**src/rtl/nvp_pkg.sv**
```systemverilog
package nvp_pkg;
  typedef struct packed {
    logic [3:0] dev_type;
    logic [2:0] dev_sel;
    logic       rw;
  } addr_byte_t;

  function automatic int unsigned nv_cycle_count(int unsigned clk_hz, int unsigned time_us);
    return ((clk_hz / 1000) * time_us) / 1000;
  endfunction
endpackage

```
**src/rtl/nvp_addr_match.sv**
```systemverilog
module nvp_addr_match #(
  parameter logic [3:0] DEV_TYPE = 4'b0101,
  parameter logic [2:0] DEV_SEL  = 3'b010
) (
  input  logic [7:0] addr_byte,
  output logic       hit
);
  import nvp_pkg::*;
  addr_byte_t ab;
  always_comb begin
    ab  = addr_byte_t'(addr_byte);
    hit = (ab.dev_type == DEV_TYPE) && (ab.dev_sel == DEV_SEL);
  end
endmodule

```
**src/rtl/nvp_arm_tracker.sv**
```systemverilog
module nvp_arm_tracker (
  input  logic clk,
  input  logic rst_n,
  input  logic ev_start,
  input  logic ev_stop,
  input  logic nv_write_req,
  input  logic cmd_en,
  output logic launch
);
  logic armed;

  always_ff @(posedge clk or negedge rst_n) begin
    if (!rst_n)                  armed <= 1'b0;
    else if (ev_start || ev_stop) armed <= 1'b0;
    else if (nv_write_req && cmd_en) armed <= 1'b1;
  end

  assign launch = ev_stop && armed && !ev_start;

  assert_start_cancels_R7: assert property (@(posedge clk) disable iff (!rst_n)
    ev_start |=> !launch);
endmodule

```
**src/rtl/nvp_write_timer.sv**
```systemverilog
module nvp_write_timer #(
  parameter int unsigned NV_CYCLES = 250000
) (
  input  logic clk,
  input  logic rst_n,
  input  logic launch,
  output logic busy
);
  localparam int unsigned CW = (NV_CYCLES > 1) ? $clog2(NV_CYCLES) : 1;
  localparam logic [CW-1:0] LAST = CW'(NV_CYCLES - 1);

  logic [CW-1:0] cnt;

  always_ff @(posedge clk or negedge rst_n) begin
    if (!rst_n) begin
      busy <= 1'b0;
      cnt  <= '0;
    end else if (launch && !busy) begin
      busy <= 1'b1;
      cnt  <= LAST;
    end else if (busy) begin
      if (cnt == '0) busy <= 1'b0;
      else           cnt  <= cnt - 1'b1;
    end
  end

  assert_busy_after_launch_R8: assert property (@(posedge clk) disable iff (!rst_n)
    (launch && !busy) |=> busy);
endmodule

```
**src/rtl/nvp_poll_responder.sv**
```systemverilog
module nvp_poll_responder #(
  parameter int unsigned CLK_HZ     = 50_000_000,
  parameter int unsigned NV_TIME_US = 5000,
  parameter logic [3:0]  DEV_TYPE   = 4'b0101,
  parameter logic [2:0]  DEV_SEL    = 3'b010
) (
  input  logic       clk,
  input  logic       rst_n,
  input  logic       ev_start,
  input  logic       ev_stop,
  input  logic       addr_valid,
  input  logic [7:0] addr_byte,
  input  logic       nv_write_req,
  output logic       ack_valid,
  output logic       ack,
  output logic       busy,
  output logic       cmd_en
);
  import nvp_pkg::*;
  localparam int unsigned NV_CYCLES = nv_cycle_count(CLK_HZ, NV_TIME_US);

  logic hit, launch, ack_now;

  nvp_addr_match #(.DEV_TYPE(DEV_TYPE), .DEV_SEL(DEV_SEL)) u_match (
    .addr_byte(addr_byte), .hit(hit));

  nvp_arm_tracker u_arm (
    .clk(clk), .rst_n(rst_n), .ev_start(ev_start), .ev_stop(ev_stop),
    .nv_write_req(nv_write_req), .cmd_en(cmd_en), .launch(launch));

  nvp_write_timer #(.NV_CYCLES(NV_CYCLES)) u_timer (
    .clk(clk), .rst_n(rst_n), .launch(launch), .busy(busy));

  assign ack_now = addr_valid && hit && !busy;

  always_ff @(posedge clk or negedge rst_n) begin
    if (!rst_n) begin
      ack_valid <= 1'b0;
      ack       <= 1'b0;
      cmd_en    <= 1'b0;
    end else begin
      ack_valid <= addr_valid;
      ack       <= ack_now;
      if (ev_start || ev_stop) cmd_en <= 1'b0;
      else if (ack_now)        cmd_en <= 1'b1;
    end
  end

  assert_busy_nack_R9: assert property (@(posedge clk) disable iff (!rst_n)
    (addr_valid && busy) |=> (ack_valid && !ack));
  assert_mismatch_nack_R4: assert property (@(posedge clk) disable iff (!rst_n)
    (addr_valid && !hit) |=> !ack);
  assert_cmd_idle_R9: assert property (@(posedge clk) disable iff (!rst_n)
    busy |-> !cmd_en);
  assert_launch_on_stop_R6: assert property (@(posedge clk) disable iff (!rst_n)
    $rose(busy) |-> $past(ev_stop));
  assert_ack_pulse_R2: assert property (@(posedge clk) disable iff (!rst_n)
    ack |-> ack_valid);
endmodule

```
**config.mk**
```make
export PLATFORM = sky130hd
export DESIGN_NAME = nvp_poll_responder
export DESIGN_NICKNAME = d
export VERILOG_FILES = /design/src/rtl/nvp_pkg.sv /design/src/rtl/nvp_addr_match.sv /design/src/rtl/nvp_arm_tracker.sv /design/src/rtl/nvp_write_timer.sv /design/src/rtl/nvp_poll_responder.sv
export SDC_FILE = /design/constraint.sdc
export NUM_CORES = 1
export LEC_CHECK = 0
export BUFFER_PORTS_ARGS = -buffer_cell sky130_fd_sc_hd__buf_2
export CELL_PAD_IN_SITES_DETAIL_PLACEMENT = 0
export CELL_PAD_IN_SITES_GLOBAL_PLACEMENT = 1
export CORE_MARGIN = 4
export CORE_UTILIZATION = 25
export DETAILED_ROUTE_END_ITERATION = 10
export PLACE_DENSITY = 0.5
export SLEW_MARGIN = 20
export SYNTH_ARGS = -nofsm -noshare
export SYNTH_HDL_FRONTEND = slang
export SYNTH_SLANG_ARGS = --single-unit
export TNS_END_PERCENT = 30
```
**constraint.sdc**
```tcl
create_clock -name clk -period 2.3 [get_ports clk]
set_input_delay 0.46 -clock clk [delete_from_list [all_inputs] [get_ports clk]]
set_output_delay 0.46 -clock clk [all_outputs]
set_load 0.005 [all_outputs]
```
==> Word-level counts from Yosys, hierarchy flattened <==
Cells that the tools add are included.
{ "word_totals": {"word_cells": 35, "in_bits": 14, "register_bits": 23, "out_inout_bits": 4} }
{ "classes": {"n_mux": 10, "n_eq_ne": 3, "reduce_logical": 15, "addsub": 1} }
{ "ops": {"columns": ["op", "n"], "rows": [
  ["2-to-1 mux 18 bit", 3],
  ["logical NOT 18 bit", 1],
  ["subtractor 18 x 1 -> 18 bit (second input constant)", 1],
  ["logical AND 1 bit", 7],
  ["2-to-1 mux 1 bit", 7],
  ["nonzero test 2 bit", 3],
  ["== test 4 x 3 -> 1 bit (second input constant)", 1],
  ["== test 3 x 2 -> 1 bit (second input constant)", 1],
  ["logical NOT 1 bit", 2],
  ["!= test 2 x 1 -> 1 bit (second input constant)", 1],
  ["AND reduction 2 bit", 1],
  ["logical OR 1 bit", 1]
]} }

==> Longest topological paths before layout <==
{ "depth": {"ltp_word": 6, "ltp_mapped": 6, "mapped_depth_nobuf": 6} }

==> Cells and area by module <==
From an unflattened synthesis, not the netlist that was laid out.
{ "unflattened": {"cells_unflattened": 126, "hier_area_um2": 1281.2} }
{ "by_module_without_submodules": {"columns": ["module", "seq_area_each_um2", "area_per_inst_um2", "n_inst", "cells_per_inst"], "rows": [
  ["nvp_write_timer", 475.5, 1092.3, 1, 111],
  ["nvp_poll_responder", 75.1, 115.1, 1, 7],
  ["nvp_arm_tracker", 25.0, 53.8, 1, 5],
  ["nvp_addr_match", 0.0, 20.0, 1, 3]
]} }

==> Worst setup path before layout <==
OpenSTA, ideal clock, no wires.
{ "synth_timing": {"path_kind": "register to register", "start": "register u_timer.cnt[14]", "end": "register u_timer.cnt[10]", "stages_incl_launch_ff": 5, "setup_time_ns": 0.079, "required_time_ns": 2.221, "path_slack_ns": 0.411, "period_less_slack_ns": 1.889, "n_path_buf": 0, "arrival_time_ns": 1.809, "cell_sequence": "dfrtp_1 or4_4 or4_2 nand3_1 mux2i_1"} }
{ "synth_via": {"elab_chain_cells": 3} }
{ "synth_lines": {"columns": ["item", "line_no", "source"], "rows": [
  ["start, declared", "nvp_write_timer.sv:12", "logic [CW-1:0] cnt;"],
  ["start signal, assigned", "nvp_write_timer.sv:23", "else cnt <= cnt - 1'b1;"],
  ["logical NOT 18 bit", "nvp_write_timer.sv:22", "if (cnt == '0) busy <= 1'b0;"],
  ["!= test 2 x 1 -> 1 bit (no line)", null, null],
  ["AND reduction 2 bit (no line)", null, null]
]} }
No other way between the ends.
A chain may end at the register's enable or synchronous reset.

==> Worst setup path after layout <==
{ "layout_timing": {"start": "register u_timer.cnt[9]", "end": "register u_timer.cnt[16]"} }
{ "layout_via": {"elab_chain_cells": 4, "word_cells_on_any_way": 7, "classes_between": "add/sub: 1; eq/ne: 1; mux: 3; reduce/logical: 2"} }
{ "layout_lines": {"columns": ["item", "line_no", "source"], "rows": [
  ["subtractor 18 x 1 -> 18 bit", "nvp_write_timer.sv:23", null],
  ["2-to-1 mux 18 bit", "nvp_write_timer.sv:22", null],
  ["2-to-1 mux 18 bit", "nvp_write_timer.sv:21", "end else if (busy) begin"],
  ["2-to-1 mux 18 bit", "nvp_write_timer.sv:18", "end else if (launch && !busy) begin"]
]} }
Several ways; a longest one is shown, not always the timed one. The select of a mux whose other input is x is not followed.

==> results.yml <==
outcome:
  status: "complete, no violations"
floorplan:
  die_area_um2: 6130
  start_util_pct: 26.0
  num_rows: 25
  pin_count: 18
  die_h_um: 78.3
  core_um2: 4750
  die_x_um: 78.3
route:
  wl_um: 2870
  viasPerCell: 4.70
  dr.first_iter.drc_count: 32
  post_drt_wl_per_cell_um: 13.6
  post-route-drc-count: 0
  dr_total_vias: 991
  ant_nets: 0
  dr.pass1.iters: 2
flow_run:
  max_cap_violations: 0
clock_network:
  clock_sinks: 23
  numCtsBuffers: 3
  cts_tree: "done"
  postCtsHoldBufs: 0
  cts.htree.levels: 1
  ctsResizeCount: 0
  clk_latency_ns: 0.27
  cts_setup_buffers: 0
  cts.path.max_buffers: 2
  root_buffer: "clkbuf_8"
  clk_pin_slew_worst_paths_ns: 0.09
grt:
  grt_max_degree: 24
  grt_pass1_vias: 1053
  grt_usage_pct: 10.9
  grt_first_pass_wirelength_um: 5220
  grt_overflow_total: 0
  antenna_found_initial: 0
synth:
  synth.most_common_cell: "dfrtp_1"
  synth_ff_type: "dfrtp_1"
  ys_ff_latch: 23
  netlist_top_cells_area: "dfrtp_1 (47%), mux2i_1 (8.9%), nor2_1 (4.6%)"
  syn_area_um2: 1240
  yosysWarnings: 0
  avgSynthCellArea_um2: 10.1
  synth_common_cells: "dfrtp_1 (23), nor2_1 (15), nand2_1 (13)"
  yosys.area.top_type_share_pct: 46.6
  synth_top_area_cell: "dfrtp_1"
  syn_inst: 123
  synth_cell_types: 39
  async_flop_share_pct: 100
  synth_nets: 138
  yosysSeqAreaShare_pct: 46.6
  synth-edff-count: 0
finish:
  drive_gt1_share_pct: 23.6
  n_antenna_cell: 0
  fin_nets: 160
  fin_area_um2: 1460
  area_growth_pct: 17.7
  stdcell_count: 211
sta:
  slew_viol_final: 0
  worst_pin_slew_ns: 0.537
  fin_setup_tns_ns: 0
  fmax_mhz: 471
  skew_ns: 0.00488
  rsz0062_at_grt: "false"
  finalSetupViolations: 0
  slew_headroom_pct: 64.2
  hold_viol: 0
  period_share_pct: 92.2
  fin_crit_ns: 2.12
hold_path:
  min-delay-path-class: "in2async"
worst_setup_path:
  endpoint_kind: "register"
  path_max_fanout: 11
  ff2ff_path_depth: 4
  arrival_ns: 2.32
  cp.required_ns: 2.50
  critPathKind: "reg2reg"
  critPathLaunchType: "register"
place:
  dp_hpwl_um: 2130
  gp_congestion: 0.718
  dp_cells: 207
  io_buffers: 16
  post_dp_cell_area_um2: 1410
pwr:
  leakage_nw: 0.626
  powerDensity_nw_per_um2: 471
  vdd_ir_drop_max_mv: 0.223
-- flip-flops by register name (all words and copies together), names as in the netlist --
name	count
u_arm.armed	1
u_timer.busy	1
cmd_en	1
u_timer.cnt	18
ack_valid	1
ack	1
-- worst max-delay path: stages (launching register included) --
cell     delay [ns]
dfrtp_1        0.43
or4_4          0.58
or2_1          0.41
or4_1          0.55
nand3_1        0.09
-- cells in the final DEF, fill, tap and decap left out, types with 2 or more instances in the layout --
master,count
dfrtp_1,23
inv_1,5
or3_1,3
o31ai_1,3
buf_2,16
o211ai_1,5
mux2i_1,11
nor4_1,3
or4_4,3
a21oi_1,4
nor2_1,15
nor3_1,4
or2_2,2
buf_4,4
nand3_1,4
clkbuf_8,3
nand2_1,13
-- path summary, 6_finish.rpt --
kind                                       from         endpoint  slack [ns]
worst min-delay path                      rst_n   u_timer.cnt[9]        0.16
worst max register to register   u_timer.cnt[9]  u_timer.cnt[16]        0.18
max in group asynchronous                 rst_n   u_timer.cnt[4]        1.78
worst max-delay path             u_timer.cnt[9]  u_timer.cnt[16]        0.18
min in group clk                     addr_valid        ack_valid        0.31
worst min register to register  u_timer.cnt[11]  u_timer.cnt[11]        0.49
-- routing by layer --
metal / vias up / GRT usage (%) / part of all wire [%] / wire (µm)
met5: - / 0 / 0 / 0
li1: 495 / - / - / -
met1: 480 / 13.5 / 49 / 1410
met4: 0 / 3.15 / 1.1 / 32
met2: 14 / 18.3 / 46 / 1320
met3: 2 / 3.21 / 3.8 / 110
-- logic make-up after synthesis --
family / count (synthesis) / synth area share, %
simple gates: 62 / 30.1
fa+ha+maj: 1 / 1.01
mux: 11 / 8.91
buf+inv: 8 / 3.14
flops: 23 / 46.6
compound gates: 18 / 10.3
-- final cells by class --
cell class	count	area [µm²]
flip-flops and latches	23	576
well taps	67	83.8
clock buffers	4	45.0
fillers	530	3300
repair buffers	20	110
inverters	5	18.8
multi-input cells	92	622
-- report_power, final --
group	switching, W	internal (W)	leakage, nW	total (W)
combinational	0.0000119	0.00000879	0.356	0.0000207
clock	0.000136	0.000124	0.0228	0.000259
sequential	0.000000241	0.000405	0.247	0.000405
total	0.000148	0.000537	0.626	0.000685
-- stage by stage --
| step | hold slack (ns) | utilization [%] | setup slack (ns) | power (W) |
|---|---|---|---|---|
| 2_1_floorplan | 0.164 | - | 0.411 | 0.000415 |
| 6_report | 0.163 | 30.6 | 0.179 | 0.000685 |
| 3_3_place_gp | 0.477 | 29.7 | 0.198 | 0.000435 |
| 5_1_grt | 0.206 | 30.6 | 0.0649 | 0.000726 |
| 3_5_place_dp | 0.484 | 29.7 | 0.196 | 0.000435 |
| 4_1_cts | 0.185 | 30.6 | 0.166 | 0.000703 |
Power figures use the tool's default switching activity.
